### src/rtl/sio_port.sv
module sio_port #(
  parameter int DIV_W = 16
) (
  input  logic             clk,
  input  logic             rst_n,
  input  logic [DIV_W-1:0] baud_div,
  input  logic [3:0]       fmt,
  input  logic             wr_en,
  input  logic [7:0]       wr_data,
  output logic             tx_full,
  output logic             tx_end,
  output logic             txd,
  input  logic             rd_en,
  output logic [7:0]       rd_data,
  output logic             rx_full,
  output logic             err_frame,
  output logic             err_parity,
  output logic             err_overrun,
  input  logic             rxd
);
  localparam int FRAME_W = 12;
  localparam int SUB_W   = 4;
  localparam logic [SUB_W-1:0] MID_TICK = SUB_W'(7);
  localparam logic [SUB_W-1:0] END_TICK = SUB_W'(15);

  logic [DIV_W-1:0] div_cnt;
  logic             tick;

  assign tick = (div_cnt >= baud_div);

  always_ff @(posedge clk) begin
    if (!rst_n)    div_cnt <= '0;
    else if (tick) div_cnt <= '0;
    else           div_cnt <= div_cnt + 1'b1;
  end

  logic [7:0]         tx_buf;
  logic [FRAME_W-1:0] tx_sh, tx_frame;
  logic [3:0]         tx_left, tx_len;
  logic [SUB_W-1:0]   tx_sub;
  logic               tx_busy, tx_par, tx_last, tx_load;

  always_comb begin
    tx_frame    = '1;
    tx_frame[0] = 1'b0;
    for (int i = 0; i < 8; i++)
      if (i < 7 || fmt[0]) tx_frame[1+i] = tx_buf[i];
    tx_par = ^(tx_buf & {fmt[0], 7'h7f}) ^ fmt[2];
    if (fmt[1]) begin
      if (fmt[0]) tx_frame[9] = tx_par;
      else        tx_frame[8] = tx_par;
    end
    tx_len = 4'd9 + {3'b0, fmt[0]} + {3'b0, fmt[1]} + {3'b0, fmt[3]};
  end

  assign tx_last = tx_busy && tx_sub == END_TICK && tx_left == 4'd1;
  assign tx_load = tick && tx_full && (!tx_busy || tx_last);
  assign txd     = tx_busy ? tx_sh[0] : 1'b1;
  assign tx_end  = !tx_busy && !tx_full;

  always_ff @(posedge clk) begin
    if (!rst_n) begin
      tx_buf  <= '0;
      tx_full <= 1'b0;
      tx_busy <= 1'b0;
      tx_sh   <= '1;
      tx_sub  <= '0;
      tx_left <= '0;
    end else begin
      if (wr_en && !tx_full) begin
        tx_buf  <= wr_data;
        tx_full <= 1'b1;
      end
      if (tick && tx_busy) begin
        tx_sub <= tx_sub + 1'b1;
        if (tx_sub == END_TICK) begin
          tx_sh   <= {1'b1, tx_sh[FRAME_W-1:1]};
          tx_left <= tx_left - 1'b1;
          if (tx_left == 4'd1) tx_busy <= 1'b0;
        end
      end
      if (tx_load) begin
        tx_sh   <= tx_frame;
        tx_left <= tx_len;
        tx_sub  <= '0;
        tx_busy <= 1'b1;
        tx_full <= 1'b0;
      end
    end
  end

  logic [1:0]       rx_sync;
  logic             rx_in, rx_busy, rx_par;
  logic [SUB_W-1:0] rx_sub;
  logic [3:0]       rx_idx, rx_dl, rx_stop, rx_fmt;
  logic [2:0]       rx_bit;
  logic [7:0]       rx_sh;

  assign rx_in   = rx_sync[1];
  assign rx_dl   = rx_fmt[0] ? 4'd8 : 4'd7;
  assign rx_stop = rx_dl + 4'd1 + {3'b0, rx_fmt[1]};
  assign rx_bit  = 3'(rx_idx - 4'd1);

  always_ff @(posedge clk) begin
    if (!rst_n) rx_sync <= 2'b11;
    else        rx_sync <= {rx_sync[0], rxd};
  end

  always_ff @(posedge clk) begin
    if (!rst_n) begin
      rx_busy     <= 1'b0;
      rx_sub      <= '0;
      rx_idx      <= '0;
      rx_fmt      <= '0;
      rx_sh       <= '0;
      rx_par      <= 1'b0;
      rd_data     <= '0;
      rx_full     <= 1'b0;
      err_frame   <= 1'b0;
      err_parity  <= 1'b0;
      err_overrun <= 1'b0;
    end else begin
      if (rd_en && rx_full) begin
        rx_full     <= 1'b0;
        err_frame   <= 1'b0;
        err_parity  <= 1'b0;
        err_overrun <= 1'b0;
      end
      if (tick) begin
        if (!rx_busy) begin
          if (!rx_in) begin
            rx_busy <= 1'b1;
            rx_sub  <= '0;
            rx_idx  <= '0;
            rx_fmt  <= fmt;
            rx_sh   <= '0;
          end
        end else begin
          rx_sub <= rx_sub + 1'b1;
          if (rx_sub == MID_TICK) begin
            rx_idx <= rx_idx + 1'b1;
            if (rx_idx == 4'd0) begin
              if (rx_in) rx_busy <= 1'b0;
            end else if (rx_idx <= rx_dl) begin
              rx_sh[rx_bit] <= rx_in;
            end else if (rx_idx == rx_stop) begin
              rx_busy <= 1'b0;
              if (rx_full && !rd_en) begin
                err_overrun <= 1'b1;
              end else begin
                rd_data    <= rx_sh;
                rx_full    <= 1'b1;
                err_frame  <= !rx_in;
                err_parity <= rx_fmt[1] & (^rx_sh ^ rx_par ^ rx_fmt[2]);
              end
            end else begin
              rx_par <= rx_in;
            end
          end
        end
      end
    end
  end
endmodule

### config.mk
export PLATFORM = sky130hd
export DESIGN_NAME = sio_port
export DESIGN_NICKNAME = d
export VERILOG_FILES = /design/src/rtl/sio_port.sv
export SDC_FILE = /design/constraint.sdc
export NUM_CORES = 1
export LEC_CHECK = 0
export ABC_AREA = 1
export BUFFER_PORTS_ARGS = -buffer_cell sky130_fd_sc_hd__buf_2
export CORE_MARGIN = 3
export CORE_UTILIZATION = 59
export DETAILED_ROUTE_END_ITERATION = 10
export PLACE_DENSITY = 0.89
export SLEW_MARGIN = 20
export SYNTH_ARGS = -nofsm -noshare
export SYNTH_HDL_FRONTEND = slang
export SYNTH_SLANG_ARGS = --single-unit
### constraint.sdc
create_clock -name clk -period 2.65 [get_ports clk]
set_input_delay 0 -clock clk [delete_from_list [all_inputs] [get_ports clk]]
set_output_delay 0 -clock clk [all_outputs]
set_load 0.01 [all_outputs]
# After elaboration in Yosys (flattened, before gate mapping)

Index checks and enable logic that the tools add are counted.

Register bits after elaboration: 79
Bits in latches: 0
RAM bits: 0
Bits in read-only memories: 0
Input bits: 33
Output and inout port bits: 15
Word-level logic and storage cells: 151
Memories: 0

$add $sub $neg: 11
$mul: 0
Div/mod/pow operators: 0
Order comparisons: 4
Equal/unequal tests: 8
Shifts and indexed selects: 0
Muxes and demuxes: 66
Bitwise gates (word level): 12
Reduce and logical (&&, ||, !) cells: 31

Operator list:

| kind                    | count |
|---|---|
| $mux W1                 | 47 |
| $mux W8                 | 5 |
| $mux W4                 | 8 |
| $mux W10                | 3 |
| $add A16 B1 Y16 const B | 1 |
| $add A4 B1 Y4 const B   | 4 |
| $ge A16 B16 Y1          | 1 |
| $reduce_xor A8 Y1       | 2 |
| $add A4 B1 Y4           | 3 |
| $logic_and A1 B1 Y1     | 10 |
| $reduce_and A3 Y1       | 3 |
| $and A8 B8 Y8           | 1 |
| $bwmux W8               | 1 |
| $not A1 Y1              | 7 |
| $reduce_and A7 Y1       | 1 |
| $ne A2 B1 Y1 const B    | 3 |
| $reduce_and A6 Y1       | 1 |
| $reduce_bool A2 Y1      | 3 |
| $reduce_and A5 Y1       | 1 |
| $add A4 B1 Y4 const A   | 1 |
| $eq A4 B1 Y1 const B    | 1 |
| $eq A4 B3 Y1 const B    | 1 |
| $eq A4 B4 Y1            | 1 |
| $eq A4 B4 Y1 const B    | 1 |
| other kinds (15)        | 22 |

# Logic depth before layout (Yosys ltp)

Gate-level depths: netlist of the first run.

Depth in word-level cells: 11
Mapped depth: 16

# Worst setup path after synthesis of the first run

No wires, ideal clock.

Kind: register to register
Start point: register rx_idx[0]
End point: register err_frame
Arrival: 1910 ps
Data required time: 2536 ps
Slack: 627 ps
Cell stages (with the launch flop): 17
Path through: dfxtp_1 -> buf_2 -> clkinv_1 -> ha_1 -> inv_1 -> a21oi_1 -> o21ai_1 -> nand2_1 -> inv_1 -> nand2_1 -> inv_1 -> nand2_1 -> nor2_1 -> buf_4 -> nand2_1 -> nand2_1 -> nor2_1

Longest elaborated chain between the ends: 7
Elaborated cells on any way between the ends: 9
Classes of those cells: 1 x order compare; 1 x eq/ne; 6 x mux; 1 x reduce/logical

RTL lines:

| what                                                 | RTL line | source |
|---|---|---|
| start, declared                                      | 95       | `logic [3:0] rx_idx, rx_dl, rx_stop, rx_fmt;` |
| start signal, assigned                               | 141      | `rx_idx <= rx_idx + 1'b1;` |
| branches (longest 3 deep; another with $le A4 B4 Y1) | n/a      |  |
| $mux W1 (*)                                          | 142      | `if (rx_idx == 4'd0) begin` |
| $mux W1 (*)                                          | 140      | `if (rx_sub == MID_TICK) begin` |
| $mux W1 (*)                                          | 130      | `if (!rx_busy) begin` |
| $mux W1 (*)                                          | 129      | `if (tick) begin` |
| end signal, assigned                                 | 153      | `err_frame <= !rx_in;` |
| end, declared                                        | 16       | `output logic err_frame,` |

Mark *: on every way between the ends.
A chain may end at the register's enable or synchronous reset.

# Worst setup path after layout of the first run

Start point: register div_cnt[3]
End point: register tx_left[1]

Longest elaborated chain between the ends: 5
Elaborated cells on any way between the ends: 8
Classes of those cells: 1 x order compare; 1 x mux; 6 x reduce/logical

RTL lines:

| what                             | RTL line | source |
|---|---|---|
| start, declared                  | 26       | `logic [DIV_W-1:0] div_cnt;` |
| start signal, assigned           | 34       | `else div_cnt <= div_cnt + 1'b1;` |
| $ge A16 B16 Y1 (*)               | 29       | `assign tick = (div_cnt >= baud_div);` |
| $logic_and A1 B1 Y1 (2 in a row) | 57       | `assign tx_load = tick && tx_full && (!tx_busy \|\| tx_last);` |
| $reduce_bool A2 Y1 (no line)     | n/a      |  |
| $reduce_and A2 Y1 (no line)      | n/a      |  |
| end signal, assigned             | 78       | `tx_left <= tx_left - 1'b1;` |
| end signal, assigned             | 84       | `tx_left <= tx_len;` |
| end, declared                    | 39       | `logic [3:0] tx_left, tx_len;` |

Mark *: on every way between the ends. The rest lies on a longest branch, timed or not.

==> results by group, run 1 <==
Status
  – Outcome: finished, violations left
  – Failing checks: DRC

Floorplan
  – Ports: between 40 and 50
  – Chip width: 94.1 um
  – Core ar.: between 7000 and 8000 um2
  – Die height: 94.1 um
  – Row count: 31
  – Full die area: roughly 9000 um2
  – Starting Density: 0.618

Setup path
  – Worst flop-to-flop path endpoint: tx_left[1]$_SDFFE_PN0P_
  – Endpoint class of the critical path: flop
  – Critical Path AT: 2.62 ns
  – Critical Path Source Type: flop
  – Register-to-register path setup slack: 0.28 ns
  – CP Max Fanout: 34
  – Crit Path Class: flop to flop
  – R2r startpoint: div_cnt[3]$_SDFF_PP0_
  – R2R depth: 14
  – Critical Path RT: 2.90 ns
  – Crit path launch: div_cnt[3]$_SDFF_PP0_

STA
  – RSZ-0062 raised after global routing: false
  – Fin. max-slew vios: 0
  – Achievable Freq: approximately 0.42 GHz
  – Slew headroom: 0.638
  – Clk_skew: about 0.0085 ns
  – Fin. Hold Viols: 0
  – Hold WS: roughly 0.040 ns
  – Tcrit/Tclk final: 0.896
  – Final Setup Violations: 0
  – Worst-margin pin slew: 0.542 ns
  – Setup TNS: 0 ns
  – Minimum clock period: 2.37 ns

Pwr
  – LEAKAGE: 2.56 nW
  – Maximum vdd drop: about 0.00031 V
  – PwrDens: 444 nW/um2

Clock network
  – Worst skew pair latency: 0.35 ns
  – Clock Path Buffers: 2
  – H-tree depth: 3
  – CTS clock-pin slew for the worst setup and hold paths: 0.08 ns
  – Num CTS Buffers: 9
  – CTS Sinks: 79
  – Root buffer cell: clkbuf_8
  – Postcts setup bufs: 0
  – CTS tree: built

Logic synthesis
  – Top cells by area in the synthesized netlist: dfxtp_1 35%, nand2_1 11%, inv_1 8.9%
  – Seq cells post-synth: 79
  – Post-Syn Area: between 4000 and 5000 um2
  – YS warnings: 0
  – Synth Area per Inst: 6.77 um2
  – Sequential area share after synthesis: 0.345
  – Synth Net Count: 741
  – Cells after synthesis: 677
  – Post-synth top area share: 0.345
  – Largest area contributor in the netlist: dfxtp_1
  – Synth cell types: 36

Global route
  – Global-route wire length before repair: 18,600 um
  – Initial antenna violation count: 0
  – Vias in the first global route: 4,404
  – Gr ovfl total: 0
  – Total GRT Usage: 0.259
  – Largest net degree at the start of global routing: 35

Placed design
  – I/O Buffers: 47
  – Hpwl dp: 7510 um
  – RePlAce Congestion: approximately 0.88

Worst hold path
  – Hold depth: 3
  – Hold path start: rst_n
  – Worst hold path type: input pin to flop
  – Hold Path Sink: rx_sh[0]$_SDFFE_PN0P_

Finish
  – Antenna Cells: 0
  – Share of cells above drive strength 1: 0.123
  – Final net count: about 800
  – Area Growth Syn to Fin: 13.5%
  – Final design utilization: 0.702

Detailed routing
  – Final wirelength: about 11,000 um
  – Routed length per instance: 12.9 um
  – Vias per cell: ~5.4
  – Routed Antenna Nets: 0
  – DRC: 1
  – 1st-pass router iterations: 8
  – Iteration-0 DRC count of the detailed router: 299
  – Total vias in the final route: about 4,500

Flow run
  – Max-cap violations: 0
report_power, final:
part	internal [mW]	switching (mW)
combinational	0.0838	0.122
sequential	1.20	0.0146
clock	0.436	0.447
total	1.72	0.584
cells in the final DEF, fill, tap and decap left out, drive strengths merged:
cell type and instances:
nand2 143, inv 112, nor2 83, dfxtp 79, nand3 74, buf 55, a21oi 39, ha 31
o21ai 30, dlygate4sd3 13, nor3 13, xor2 11, nand4 10, clkbuf 9, xnor2 7, or2 7
clkinv 7, nand3b 5, a21o 3, nor4 3, nor3b 2, and3 1, a31oi 1, a211oi 1
bufinv 1
layer usage:
layer	up-vias	global-route usage	share of wire
li1	2261	-	-
met1	2038	0.292	0.41
met2	174	0.461	0.50
met3	48	0.0545	0.055
met4	0	0.120	0.038
met5	-	0	0
repair_timing:
item                                   4_1_cts  5_1_grt
setup endpoints to repair                    0        1
endpoints found under the hold margin       13        0
hold buffers                                13        0
resized for setup                            0        1
cells in the mapped netlist:
cell type	count
o21ai_1	1
nor2_4	1
buf_6	3
nor3b_1	2
nor3_1	11
nand4_2	1
nor2_2	2
xnor2_1	7
inv_2	3
a21o_1	3
buf_2	7
dfxtp_1	79
clkinv_1	2
nor4_1	3
nand2_2	1
a211oi_1	1
xor2_1	11
nand2_1	140
inv_1	108
clkbuf_1	4
buf_4	5
a31oi_1	1
nand3_2	1
or2_2	6
nand2_4	2
or2_1	1
buf_1	2
nand3b_1	5
a21oi_1	39
nor3_2	2
nor2_1	80
nand3_1	73
o21ai_0	29
nand4_1	9
and3_1	1
ha_1	31
worst max path at each step:
| stage | to | depth (start not counted) | slack [ns] |
|---|---|---|---|
| 6_report | tx_left[1]$_SDFFE_PN0P_ | 14 | 0.28 |
| 5_1_grt | div_cnt[10]$_SDFF_PP0_ | 12 | 0.003 |
| 4_1_cts | tx_left[1]$_SDFFE_PN0P_ | 14 | 0.29 |
| 3_5_place_dp | div_cnt[12]$_SDFF_PP0_ | 12 | 0.30 |
| 3_3_place_gp | tx_left[1]$_SDFFE_PN0P_ | 14 | 0.43 |
| 2_1_floorplan | err_frame$_SDFF_PN0_ | 16 | 0.63 |
worst max-delay path, stage by stage (launching register included):
cell and delay (ns):
dfxtp_1 0.38, ha_1 0.32, nand2_1 0.07, inv_1 0.05, nand3_1 0.06, nand2_1 0.07, nand2_1 0.05, nand2_1 0.07
nand2_1 0.08, nand2_4 0.31, nand3_2 0.37, nand2_1 0.23, inv_1 0.06, nor2_1 0.08, nor2_1 0.04
kinds of logic after synthesis:
family          synth area share
compound gates            0.0833
xor+xnor                  0.0344
fa+ha+maj                 0.0847
buf+inv                    0.121
flops                      0.345
simple gates               0.332
sequential cells by signal, summed over array words and instances (netlist names), 2 cells and up:
signal / cells
rx_sh: 8
rx_idx: 4
rd_data: 8
div_cnt: 16
tx_buf: 8
rx_fmt: 3
tx_sh: 10
tx_left: 4
rx_sync: 2
rx_sub: 4
tx_sub: 4
area by class of cell:
class                   instances  area [um2]
multi-input cells             464        2450
fillers                       567        2210
flip-flops and latches         79        1580
repair buffers                 68         425
inverters                     113         424
clock buffers                   9         124
well taps                      99         124
clock inverters                 7        71.3
stage by stage:
stage          power [mW]  setup slack [ns]  cell area (um2)  cells
2_1_floorplan        1.36             0.627             4580    677
3_3_place_gp         1.41             0.427             4870    810
3_5_place_dp         1.42             0.303             4870    810
4_1_cts              2.31             0.290             5200    839
5_1_grt              2.40           0.00327             5200    839
6_report             2.31             0.277             5200    839
(Power assumes the default switching activity.)
==> inputs of run 2 (changes only) <==
--- a/config.mk
+++ b/config.mk
@@ -7,8 +7,10 @@
 export LEC_CHECK = 0
 export ABC_AREA = 1
 export BUFFER_PORTS_ARGS = -buffer_cell sky130_fd_sc_hd__buf_2
+export CELL_PAD_IN_SITES_DETAIL_PLACEMENT = 0
+export CELL_PAD_IN_SITES_GLOBAL_PLACEMENT = 2
 export CORE_MARGIN = 3
-export CORE_UTILIZATION = 59
+export CORE_UTILIZATION = 33
 export DETAILED_ROUTE_END_ITERATION = 10
 export PLACE_DENSITY = 0.89
 export SLEW_MARGIN = 20
==> run 2 against run 1 <==
Compared with the run above:
- the flow now finishes without violations
- final area grew 4.4%
- non-clock buffer count grew 2
- wire length shrank 6.0%
- sequential cell count unchanged
- sequential share of layout area is 1.3 points lower
- fmax grew 4.6%
==> results by group, run 2 (synthesis results as in run 1) <==
Setup path
  – Crit-path slowest cell: dfxtp_1
  – Worst path most repeated cell: nand2_1
  – Critical Path RT: 2.90 ns (about the same)
  – Worst path buffer plus inverter count: 1 (-1)
  – Crit path cell chain: ha_1, nand2_1, nor2_1, nor2_1, nand2_1, nand2_1, nand2_1, nand2_1, nand2_4, inv_1, nand2_1, nor3b_1
  – Critical Path AT: 2.52 ns (-0.10 ns)
  – Critical path's top delay family: simple AND/OR/NAND/NOR gates
  – CP Max Fanout: 21 (-38%)
  – Crit Path Class: flop to flop
  – Critical Path Source Type: flop
  – Highest cell delay on the worst timing path: 0.43 ns (+0.05 ns)
  – Endpoint class of the critical path: flop

Detailed routing
  – Wl on met1: 5050 um (+14%)
  – WL met2: 4710 um (-13%)
  – Vias per cell: 4.55 (-15%)
  – Routed Antenna Nets: 0 (unchanged)
  – Total vias in the final route: 4,181 (-7.5%)
  – Final wirelength: 10,200 um (-6.0%)
  – Top Layer Used: met4
  – Wire length on met3: 243 um (-59%)
  – 1st-pass router iterations: 4 (-4)
  – DRC: 0 (-1)
  – Routed length per instance: 11.1 um (-14%)
  – Iteration-0 DRC count of the detailed router: 197 (-34%)

Global route
  – Initial antenna violation count: 0 (unchanged)
  – Largest net degree at the start of global routing: 33 (-5.7%)
  – Vias in the first global route: 3,996 (-9.3%)
  – Global-route wire length before repair: 17,500 um (-5.8%)
  – Gr ovfl total: 0 (unchanged)
  – Total GRT Usage: 0.142 (-0.117)

Finish
  – Largest regs: div_cnt x16, tx_sh x10
  – Final net count: 801 (+0.25%)
  – Number of flip-flops in the largest register: 16 (unchanged)
  – Share of cells above drive strength 1: 0.121 (-0.00168)
  – Largest register by flop count: div_cnt
  – Fill cell count: 1,447 (+160%)
  – Seq. cell area: 1580 um2 (about the same)
  – Most frequent cells in the layout: 140 x nand2_1, 108 x inv_1, 80 x nor2_1
  – Non-filler cells, final: 918 (+9.4%)
  – Area Growth Syn to Fin: 18.4%
  – Multi-input combinational cell area: 2450 um2 (unchanged)
  – Most common library cell in the layout ignoring fill and taps: nand2_1
  – Antenna Cells: 0 (unchanged)

STA
  – Fin. max-slew vios: 0 (unchanged)
  – Tcrit/Tclk final: 0.856 (-0.0392)
  – Worst-margin pin slew: 0.652 ns (+0.110 ns)
  – Minimum clock period: 2.27 ns (-0.104 ns)
  – Clk_skew: 0.00751 ns (-0.000980 ns)
  – Fin. Hold Viols: 0 (unchanged)
  – RSZ-0062 raised after global routing: false
  – Achievable Freq: 0.441 GHz (+4.6%)
  – Setup TNS: 0 ns (unchanged)
  – Final Setup Violations: 0 (unchanged)
  – Slew headroom: 0.564 (-0.0736)

Status
  – Outcome: complete, no violations

Clock network
  – Clock Path Buffers: 2 (unchanged)
  – CTS Sinks: 79 (unchanged)
  – CTS clock-pin slew for the worst setup and hold paths: 0.06 ns (-0.02 ns)
  – Root buffer cell: clkbuf_16
  – H-tree depth: 3 (unchanged)
  – Num CTS Buffers: 9 (unchanged)
  – Worst skew pair latency: 0.34 ns (about the same)
  – CTS tree: built

Pwr
  – LEAKAGE: 2.62 nW (+2.4%)
  – Maximum vdd drop: 0.000356 V (+14%)
  – PwrDens: 499 nW/um2 (+12%)

Floorplan
  – Core ar.: 13,400 um2 (+81%)
  – Full die area: 15,300 um2 (+73%)
  – Starting Density: 0.342 (-0.276)
  – Chip width: 124 um (+32%)
  – Row count: 42 (+35%)
  – Die height: 124 um (+32%)
  – Ports: 48 (unchanged)

Worst hold path
  – Worst hold path type: input pin to flop

Placed design
  – Hpwl dp: 7560 um (+0.58%)
  – I/O Buffers: 47 (unchanged)
  – RePlAce Congestion: 0.803 (-9.2%)
  – DP Cell Count: 888 (+9.6%)

Flow run
  – Max-cap violations: 0 (unchanged)
==> run 2: cell count changes in the layout (fill, tap and decap cells not counted) <==
cell,before,now
clkbuf_1,0,1
inv_6,1,0
clkbuf_8,9,3
buf_4,8,9
clkbuf_16,0,9
dfxtp_1,78,79
dfxtp_2,1,0
dlygate4sd3_1,13,14
clkinv_4,2,0
clkinv_2,3,2
==> run 2: worst register-to-register path: stages (launching register included) <==
cell and delay [ns]:
dfxtp_1 0.43, ha_1 0.28, nand2_1 0.09, nor2_1 0.04, nor2_1 0.07, nand2_1 0.05
nand2_1 0.05, nand2_1 0.06, nand2_1 0.10, nand2_4 0.17, inv_1 0.14, nand2_1 0.39
nor3b_1 0.32
==> run 2: through the flow <==
step	cell area, um2	worst slack, ns	hold WS, ns	util	power [mW]
2_1_floorplan	4580	0.627	0.107	-	1.36
3_3_place_gp	4970	0.422	0.221	0.371	1.42
3_5_place_dp	4970	0.368	0.216	0.371	1.42
4_1_cts	5430	0.350	0.0391	0.405	2.75
5_1_grt	5430	0.113	0.0826	0.405	2.82
6_report	5430	0.381	0.0540	0.405	2.71
==> run 2: routing by layer <==
metal  GRT usage  vias to the layer above
li1            -                     2266
met1       0.183                     1852
met2       0.235                       50
met3      0.0232                       13
met4      0.0581                        0
met5           0                        -
==> run 2: where the power goes <==
group / switching, mW / internal, mW
combinational: 0.107 / 0.0833
clock: 0.494 / 0.804
sequential: 0.0121 / 1.20
total: 0.613 / 2.09
==> run 2: path summary, 6_finish.rpt <==
check	start	endpoint	slack [ns]	depth (start not counted)
max	div_cnt[3]$_SDFF_PP0_	div_cnt[11]$_SDFF_PP0_	0.38	12
min	fmt[0]	rx_fmt[0]$_SDFFE_PN0P_	0.05	3
max reg2reg	div_cnt[3]$_SDFF_PP0_	div_cnt[11]$_SDFF_PP0_	0.38	12
min reg2reg	rx_sync[0]$_SDFF_PN1_	rx_sync[1]$_SDFF_PN1_	0.41	1
==> run 2: final cells by class <==
type	count	area share
multi-input combinational	464	0.451
clock inverter	3	0.00738
sequential	79	0.292
tap	176	0.0406
inverter	113	0.0782
clock buffer	13	0.0498
timing repair buffer	70	0.0816
==> run 2: repair_timing <==
item | CTS | global route
gates resized for setup | 0 | 0
setup buffers | 0 | 0
hold endpoints to repair | 15 | 0
hold buffers | 14 | 0
